$ cat config.mk
export PLATFORM = sky130hd
export DESIGN_NAME = etrig_irq_prescaler
export DESIGN_NICKNAME = d
export VERILOG_FILES = /design/src/rtl/etip_pkg.sv /design/src/rtl/etip_event_select.sv /design/src/rtl/etip_period_mux.sv /design/src/rtl/etip_event_counter.sv /design/src/rtl/etrig_irq_prescaler.sv
export SDC_FILE = /design/constraint.sdc
export NUM_CORES = 1
export LEC_CHECK = 0
export ABC_CLOCK_PERIOD_IN_PS = 3100
export BUFFER_PORTS_ARGS = -buffer_cell sky130_fd_sc_hd__buf_4
export CAP_MARGIN = 30
export CORE_MARGIN = 2
export CORE_UTILIZATION = 44
export CTS_CLUSTER_SIZE = 24
export DETAILED_ROUTE_END_ITERATION = 10
export GPL_TIMING_DRIVEN = 0
export PLACE_DENSITY = 0.95
export RECOVER_POWER = 100
export REMOVE_ABC_BUFFERS = 1
export SLEW_MARGIN = 20
export SYNTH_ARGS = -nofsm -noshare
export SYNTH_HDL_FRONTEND = slang
export SYNTH_HIERARCHICAL = 1
export SYNTH_SLANG_ARGS = --single-unit
$ cat constraint.sdc
create_clock -name clk -period 3.1 [get_ports clk]
set_input_delay 0.93 -clock clk [delete_from_list [all_inputs] [get_ports clk]]
set_output_delay 0.93 -clock clk [all_outputs]
set_load 0.05 [all_outputs]
$ cat src/rtl/etip_pkg.sv
package etip_pkg;

  localparam int unsigned SEL_W        = 4;
  localparam int unsigned NUM_CMP      = 4;
  localparam int unsigned SEL_CMP_BASE = 4;

  localparam logic [SEL_W-1:0] SEL_NONE     = 4'd0;
  localparam logic [SEL_W-1:0] SEL_ZERO     = 4'd1;
  localparam logic [SEL_W-1:0] SEL_PRD      = 4'd2;
  localparam logic [SEL_W-1:0] SEL_ZERO_PRD = 4'd3;

endpackage

$ cat src/rtl/etip_event_select.sv
module etip_event_select
  import etip_pkg::*;
#(
  parameter int unsigned CNT_W = 16,
  parameter int unsigned N_CMP = NUM_CMP
) (
  input  logic             clk,
  input  logic             rst_n,
  input  logic [CNT_W-1:0] tb_cnt,
  input  logic [CNT_W-1:0] tb_prd,
  input  logic [CNT_W-1:0] cmp_val [N_CMP],
  input  logic             cnt_up,
  input  logic [SEL_W-1:0] sel,
  output logic             evt
);

  logic [N_CMP-1:0] up_hit;
  logic [N_CMP-1:0] dn_hit;
  logic             is_zero;
  logic             is_prd;
  logic             match_d;
  logic             match_q;

  // per-compare direction-qualified matches
  for (genvar g = 0; g < N_CMP; g++) begin : g_cmp
    assign up_hit[g] = (tb_cnt == cmp_val[g]) &&  cnt_up;
    assign dn_hit[g] = (tb_cnt == cmp_val[g]) && !cnt_up;
  end

  assign is_zero = (tb_cnt == '0);
  assign is_prd  = (tb_cnt == tb_prd);

  // source multiplexer
  always_comb begin
    match_d = 1'b0;
    case (sel)
      SEL_NONE:     match_d = 1'b0;
      SEL_ZERO:     match_d = is_zero;
      SEL_PRD:      match_d = is_prd;
      SEL_ZERO_PRD: match_d = is_zero || is_prd;
      default: begin
        for (int i = 0; i < int'(N_CMP); i++) begin
          if (sel == SEL_W'(SEL_CMP_BASE + 2*i))     match_d = up_hit[i];
          if (sel == SEL_W'(SEL_CMP_BASE + 2*i + 1)) match_d = dn_hit[i];
        end
      end
    endcase
  end

  // previous-match register for edge qualification
  always_ff @(posedge clk or negedge rst_n) begin
    if (!rst_n) begin
      match_q <= 1'b0;
    end else begin
      match_q <= match_d;
    end
  end

  assign evt = match_d && !match_q;

  AST_EVT_SINGLE: assert property (@(posedge clk) disable iff (!rst_n)
    evt |=> !evt);

endmodule

$ cat src/rtl/etip_period_mux.sv
module etip_period_mux #(
  parameter int unsigned LEG_W = 2,
  parameter int unsigned EXT_W = 4
) (
  input  logic             ext_mode,
  input  logic [LEG_W-1:0] prd_legacy,
  input  logic [EXT_W-1:0] prd_ext,
  output logic [EXT_W-1:0] prd
);

  always_comb begin
    if (ext_mode) prd = prd_ext;
    else          prd = EXT_W'(prd_legacy);
  end

endmodule

$ cat src/rtl/etip_event_counter.sv
module etip_event_counter #(
  parameter int unsigned CW = 4
) (
  input  logic          clk,
  input  logic          rst_n,
  input  logic          evt,
  input  logic [CW-1:0] prd,
  input  logic          prd_wr,
  input  logic          en,
  input  logic          flag_clr,
  output logic          pulse,
  output logic          flag,
  output logic [CW-1:0] cnt
);

  logic [CW-1:0] cnt_q, cnt_d;
  logic          flag_q, flag_d;
  logic          pulse_q, pulse_d;
  logic          fire;
  logic          wr_clear;
  logic          can_count;

  // next-state logic
  always_comb begin
    fire      = en && !flag_q && (prd != '0) && (cnt_q == prd);
    wr_clear  = prd_wr && (prd > cnt_q);
    can_count = evt && (cnt_q < prd);

    cnt_d = cnt_q;
    if (fire)           cnt_d = '0;
    else if (wr_clear)  cnt_d = '0;
    else if (can_count) cnt_d = cnt_q + CW'(1);

    flag_d = flag_q;
    if (fire)          flag_d = 1'b1;
    else if (flag_clr) flag_d = 1'b0;

    pulse_d = fire;
  end

  // state registers
  always_ff @(posedge clk or negedge rst_n) begin
    if (!rst_n) begin
      cnt_q   <= '0;
      flag_q  <= 1'b0;
      pulse_q <= 1'b0;
    end else begin
      cnt_q   <= cnt_d;
      flag_q  <= flag_d;
      pulse_q <= pulse_d;
    end
  end

  assign pulse = pulse_q;
  assign flag  = flag_q;
  assign cnt   = cnt_q;

  AST_PULSE_ONE_CYCLE: assert property (@(posedge clk) disable iff (!rst_n)
    pulse_q |=> !pulse_q);
  AST_PULSE_STATE: assert property (@(posedge clk) disable iff (!rst_n)
    pulse_q |-> (flag_q && cnt_q == '0));
  AST_PULSE_NEEDS_CLEAR_FLAG: assert property (@(posedge clk) disable iff (!rst_n)
    pulse_q |-> !$past(flag_q));
  AST_NO_PULSE_PRD_ZERO: assert property (@(posedge clk) disable iff (!rst_n)
    pulse_q |-> ($past(prd) != '0));
  AST_CNT_STEP: assert property (@(posedge clk) disable iff (!rst_n)
    (cnt_q != $past(cnt_q)) |-> (cnt_q == '0 || cnt_q == $past(cnt_q) + CW'(1)));
  AST_STUCK_HOLD: assert property (@(posedge clk) disable iff (!rst_n)
    (cnt_q > prd && !prd_wr) |=> ($stable(cnt_q) && !pulse_q));

endmodule

$ cat src/rtl/etrig_irq_prescaler.sv
module etrig_irq_prescaler
  import etip_pkg::*;
#(
  parameter int unsigned CNT_W = 16,
  parameter int unsigned LEG_W = 2,
  parameter int unsigned EXT_W = 4
) (
  input  logic             clk,
  input  logic             rst_n,
  input  logic [CNT_W-1:0] tb_cnt,
  input  logic [CNT_W-1:0] tb_prd,
  input  logic [CNT_W-1:0] cmp_a,
  input  logic [CNT_W-1:0] cmp_b,
  input  logic [CNT_W-1:0] cmp_c,
  input  logic [CNT_W-1:0] cmp_d,
  input  logic             cnt_up,
  input  logic [SEL_W-1:0] evt_sel,
  input  logic             irq_en,
  input  logic             ext_mode,
  input  logic [LEG_W-1:0] prd_legacy,
  input  logic [EXT_W-1:0] prd_ext,
  input  logic             prd_wr,
  input  logic             flag_clr,
  output logic             irq_pulse,
  output logic             irq_flag,
  output logic [EXT_W-1:0] evt_count
);

  logic [CNT_W-1:0] cmp_arr [NUM_CMP];
  logic             evt;
  logic [EXT_W-1:0] prd_act;

  assign cmp_arr[0] = cmp_a;
  assign cmp_arr[1] = cmp_b;
  assign cmp_arr[2] = cmp_c;
  assign cmp_arr[3] = cmp_d;

  etip_event_select #(
    .CNT_W (CNT_W),
    .N_CMP (NUM_CMP)
  ) sel_i (
    .clk     (clk),
    .rst_n   (rst_n),
    .tb_cnt  (tb_cnt),
    .tb_prd  (tb_prd),
    .cmp_val (cmp_arr),
    .cnt_up  (cnt_up),
    .sel     (evt_sel),
    .evt     (evt)
  );

  etip_period_mux #(
    .LEG_W (LEG_W),
    .EXT_W (EXT_W)
  ) prd_i (
    .ext_mode   (ext_mode),
    .prd_legacy (prd_legacy),
    .prd_ext    (prd_ext),
    .prd        (prd_act)
  );

  etip_event_counter #(
    .CW (EXT_W)
  ) cnt_i (
    .clk      (clk),
    .rst_n    (rst_n),
    .evt      (evt),
    .prd      (prd_act),
    .prd_wr   (prd_wr),
    .en       (irq_en),
    .flag_clr (flag_clr),
    .pulse    (irq_pulse),
    .flag     (irq_flag),
    .cnt      (evt_count)
  );

  AST_FLAG_HOLD_ON_FIRE: assert property (@(posedge clk) disable iff (!rst_n)
    (irq_pulse && $past(flag_clr)) |-> irq_flag);

endmodule

== After elaboration in Yosys (flattened, before gate mapping) ==
Index checks and enable logic that the tools add are counted.

* Reductions and logical operators: 23
* $lt $le $gt $ge: 2
* Multiply operators: 0
* Divide/modulo/power cells: 0
* Shifts and indexed selects: 0
* Add/sub/neg operators: 1
* Bitwise gates (word level): 0
* Equal/unequal tests: 17
* Mux-type cells: 15

{| class="wikitable"
|+ Operators with widths
! operator !! count
|-
| 16-bit == test || 5
|-
| 4-bit by 3-bit == test with 1-bit output (second input constant) || 4
|-
| 4-bit == test (second input constant) || 4
|-
| 16-bit zero test || 1
|-
| 4-bit two-way mux || 4
|-
| 1-bit logical AND || 14
|-
| 1-bit two-way mux || 10
|-
| 4-bit by 2-bit == test with 1-bit output (second input constant) || 2
|-
| 4-bit by 1-bit adder with 4-bit output (second input constant) || 1
|-
| 4-bit by 1-bit == test with 1-bit output (second input constant) || 1
|-
| 4-bit == test || 1
|-
| 4-bit greater-than comparator || 1
|-
| 4-bit zero test || 1
|-
| 4-bit < comparator || 1
|-
| 1-bit one-hot mux with 4 select lines || 1
|-
| 4-bit nonzero test || 1
|-
| 1-bit zero test || 3
|-
| 3-bit nonzero test || 1
|-
| 2-bit nonzero test || 1
|-
| 1-bit logical OR || 1
|}

* Input bits: 113
* Memories kept: 0
* Bits in latches: 0
* Memory bits (writable): 0
* Register bits after elaboration: 7
* Output and inout port bits: 6
* Bits in read-only memories: 0

== Longest topological paths before layout ==
* Depth in word-level cells: 16
* Gate-level depth with buffers: 10
* Gate-level depth less buffers: 9

== Modules after synthesis ==
The synthesis kept the hierarchy.

{| class="wikitable"
|+ By module, submodules not included
! module !! cells each !! area each (um^2) !! times used
|-
| etip_event_select || 149 || 1,142.3 || 1
|-
| etip_event_counter || 43 || 401.6 || 1
|-
| etip_period_mux || 4 || 37.5 || 1
|}

== Worst setup path after synthesis ==
No wires, ideal clock.

* Path kind: input -> register
* Start: input tb_cnt[2]
* End: register cnt_i.cnt_q[3] (netlist: cnt_i/cnt[3])
* Arrival: 2.999 ns
* Cell stages on the path: 9
* Path buffers: 1
* Setup slack: 0.024 ns
* Path through: buf_4 or4_1 nor4_1 or3_1 o21ai_1 a311oi_1 nand2_1 or4_1 a21oi_1

* Longest elaborated chain between the ends: 14
* Elaborated cells between the ends (all ways): 27
* Those cells by class: 5 x eq/ne; 9 x mux; 13 x reduce/logical

{| class="wikitable"
|+ RTL lines
! what !! RTL line !! RTL
|-
| from (decl) || etrig_irq_prescaler.sv:10 || <nowiki>input logic [CNT_W-1:0] tb_cnt,</nowiki>
|-
| 16-bit == test || etip_event_select.sv:26, etip_event_select.sv:27 ||
|-
| 1-bit logical AND || etip_event_select.sv:26 || <nowiki>assign up_hit[g] = (tb_cnt == cmp_val[g]) && cnt_up;</nowiki>
|-
| 1-bit two-way mux || etip_event_select.sv:43 || <nowiki>if (sel == SEL_W'(SEL_CMP_BASE + 2*i)) match_d = up_hit[i];</nowiki>
|-
| 1-bit two-way mux || etip_event_select.sv:44 || <nowiki>if (sel == SEL_W'(SEL_CMP_BASE + 2*i + 1)) match_d = dn_hit[i];</nowiki>
|-
| 1-bit two-way mux || etip_event_select.sv:43 ||
|-
| 1-bit two-way mux || etip_event_select.sv:44 ||
|-
| 1-bit two-way mux || etip_event_select.sv:43 ||
|-
| 1-bit two-way mux || etip_event_select.sv:44 ||
|-
| 1-bit two-way mux || etip_event_select.sv:43 ||
|-
| 1-bit two-way mux || etip_event_select.sv:44 ||
|-
| 1-bit one-hot mux with 4 select lines * || etip_event_select.sv:36 || <nowiki>case (sel)</nowiki>
|-
| 1-bit logical AND * || etip_event_select.sv:59 || <nowiki>assign evt = match_d && !match_q;</nowiki>
|-
| named net evt || etrig_irq_prescaler.sv:30 || <nowiki>logic evt;</nowiki>
|-
| 1-bit logical AND * || etip_event_counter.sv:27 || <nowiki>can_count = evt && (cnt_q < prd);</nowiki>
|-
| 3-bit nonzero test (no line) * || n/a ||
|-
| to (signal assigned) || etip_event_counter.sv:48 || <nowiki>cnt_q <= cnt_d;</nowiki>
|-
| to (decl) || etip_event_counter.sv:16 || <nowiki>logic [CW-1:0] cnt_q, cnt_d;</nowiki>
|}

The timed path passes the listed nets; every way through them passes the cells marked *.
A chain may end at the register's enable or synchronous reset.

== Worst setup path in the final report ==
* Start: input tb_cnt[4]
* End: register cnt_i.cnt_q[3] (netlist: cnt_i/cnt[3])

Same word-level chain as after synthesis.

==> results.py <==
metrics = {
    "outcome": {
        "run_status": "finished with violations",
        "violations": "setup timing",
    },
    "setup_path": {
        "regToRegSetupSlack_ns": 1.09,
        "crit_path_max_fanout": 6,
        "r2r_cells": 7,
        "r2r_end": "cnt_i/cnt[3]",
        "endpoint": "cnt_i/cnt[3]",
        "critPathCaptureType": "flop",
        "cp-start-kind": "input port",
        "path_class": "input port to flop",
        "crit_arrival_ns": 3.33,
        "crit_start": "tb_cnt[4]",
        "rr_startpoint": "cnt_i/cnt[3]",
        "cp_data_required_time_ns": 3.22,
    },
    "placement": {
        "gp_congestion": 0.894,
        "port_buffers": 118,
        "dpl_cell_area_um2": 2430,
        "place_hpwl_um": 5010,
    },
    "clocking": {
        "clk_pin_slew_ns": 0.05,
        "clk_latency_ns": 0.25,
        "cts_buffers": 3,
        "htreeDepth": 1,
        "holdBufCountCts": 0,
        "cts_sinks": 7,
        "cts-root-buf": "clkbuf_4",
        "cts_tree": "built",
        "clk_path_buf_depth": 2,
    },
    "grt": {
        "grt.overflow.total": 0,
        "grtUsageTotal_pct": 29.7,
        "grt_pass1_wl_um": 9480,
        "grt_max_degree": 8,
        "antenna_found_initial": 0,
        "grt_pass1_vias": 2137,
    },
    "timing": {
        "relSlewSlack_pct": 59.7,
        "finalSetupViolCount": 4,
        "rsz0062_at_grt": "yes",
        "period_needed_ns": 3.20,
        "fin_tns_setup_ns": -0.247,
        "tightestPinTransition_ns": 0.607,
        "hold_ws_ns": 0.557,
        "fmax_mhz": 312,
        "finalCritPeriodShare_pct": 103,
        "finalHoldViolations": 0,
        "finClkSkew_ns": 0.00130,
        "setup_slack_ns": -0.104,
        "drv_slew": 0,
    },
    "floorplan": {
        "die_w_um": 64.0,
        "start_util_pct": 46.7,
        "ios": 119,
        "rows": 21,
        "dieArea_um2": 4090,
        "die-height_um": 64.0,
        "core_area_um2": 3390,
    },
    "routing": {
        "detail-route-antenna-nets": 0,
        "avgRoutedWirePerCell_um": 20.8,
        "drt-total-wl_um": 7340,
        "drtPass1Iterations": 5,
        "drc_errors": 0,
        "vias": 2106,
        "drtIter0Drc": 215,
        "via_per_inst": 5.97,
    },
    "final_layout": {
        "final_cell_area_um2": 2640,
        "nets": 426,
        "syn_to_final_growth_pct": 66.6,
        "drive_gt1_share_pct": 48.2,
        "antennaDiodeCount": 0,
        "utilization_pct": 77.7,
    },
    "synth": {
        "synthTopCellsByCount": "57 x xor2_1, 24 x xnor2_1, 19 x nor4_1",
        "yosysMostFrequentCell": "xor2_1",
        "yosys.area.top_type": "xor2_1",
        "synth_warnings": 6,
        "netlist_area_um2": 1580,
        "synthTopCellsByArea": "xor2_1 32%, xnor2_1 13%, dfrtp_1 11%, nor4_1 7.5%, ha_1 4.0%",
        "synth_ff_type": "dfrtp_1",
        "synth_edf_count": 0,
        "synthArstFlopShare_pct": 100,
        "yosysTopAreaCellShare_pct": 31.6,
        "synthCells": 196,
        "ys_ff_latch": 7,
        "yosys.cell_types.count": 36,
        "ys_seq_area_share_pct": 11.1,
        "avgSynthCellArea_um2": 8.07,
    },
    "power": {
        "p_leak_nw": 1.17,
        "ir_drop_mv": 0.128,
        "powerDensity_nw_per_um2": 208,
    },
    "hold_path": {
        "min_path_type": "input port to asynchronous set/reset pin",
    },
    "run": {
        "max_cap_viol_count": 0,
    },
}
[power by group]
part	total [mW]	switching (mW)	internal, mW
Combinational	0.363	0.180	0.183
Sequential	0.102	0.00528	0.0967
Clock	0.0824	0.0333	0.0491
[layout by cell type, fill, tap and decap left out, types with 3 or more instances in the layout]
| master | count |
|---|---|
| buf_4 | 114 |
| xor2_1 | 54 |
| xnor2_1 | 24 |
| nor4_1 | 11 |
| nand4_1 | 9 |
| dfrtp_1 | 7 |
| nor4_2 | 7 |
| inv_1 | 6 |
| nand3_1 | 6 |
| nand2_1 | 6 |
| clkbuf_1 | 5 |
| ha_1 | 5 |
| buf_6 | 5 |
| o21ai_1 | 4 |
| clkbuf_4 | 3 |
| a21oi_1 | 3 |
| o21ai_0 | 3 |
| nor2_1 | 3 |
[per-stage QoR]
stage / worst slack (ns) / power, mW / std cells
after global routing: -0.215 / 0.579 / 353
final: -0.104 / 0.547 / 353
after global placement: -0.387 / 0.405 / 344
after CTS: 0.00310 / 0.508 / 348
after floorplan: 0.150 / 0.237 / 180
after detailed placement: -0.503 / 0.418 / 344
[worst min path at each step]
stage,from,endpoint,slack [ns],depth (start not counted)
5_1_grt,rst_n,cnt_i/flag,0.56,1
3_5_place_dp,cnt_i/flag,cnt_i/flag,0.57,2
6_report,rst_n,cnt_i/pulse,0.56,1
2_1_floorplan,sel_i/match_q,cnt_i/cnt[2],0.61,4
4_1_cts,rst_n,cnt_i/pulse,0.47,1
3_3_place_gp,cnt_i/flag,cnt_i/flag,0.56,2
[cell type report]
type                            instances  area (um^2)
Multi-Input combinational cell        167         1430
Timing Repair Buffer                  123          927
Fill cell                             216          754
Sequential cell                         7          175
Tap cell                               46         57.6
Clock buffer                            4         26.3
Inverter                                6         22.5
[per-layer routing]
layer,share of wire (%),global-route usage [%],vias to the layer above
met4,7.1,20.1,0
met3,10,8.63,55
met5,0,0,-
li1,-,-,901
met1,32,26.7,951
met2,50,56.4,199
[cell families after synthesis]
| kind of cell | Yosys count | share of synthesized area (%) |
|---|---|---|
| flops | 7 | 11.1 |
| fa+ha+maj | 5 | 3.96 |
| buf+inv | 22 | 7.59 |
| mux | 2 | 1.42 |
| compound gates | 21 | 9.10 |
| simple gates | 58 | 22.0 |
| xor+xnor | 81 | 44.9 |
[what timing repair did]
action | 4_1_cts | 5_1_grt
pin swaps | 3 | 11
setup endpoints to repair | 2 | 2
resized for setup | 4 | 26
gates cloned | 0 | 0
setup buffers | 0 | 5
[registers in the layout (all words and copies together) (netlist names)]
signal	flops
cnt_i/pulse	1
cnt_i/flag	1
cnt_i/cnt	4
sel_i/match_q	1
[worst max-delay path: stages]
cell and delay (ns):
buf_4 0.15, xor2_1 0.20, nor4_2 0.45, nand4_1 0.21
nor2_1 0.21, a41oi_2 0.07, a311oi_2 0.36, nand2_1 0.15
buf_4 0.17, buf_4 0.13, o31ai_4 0.21, a21oi_2 0.07
Note: power is estimated with default switching activity, not from simulation.
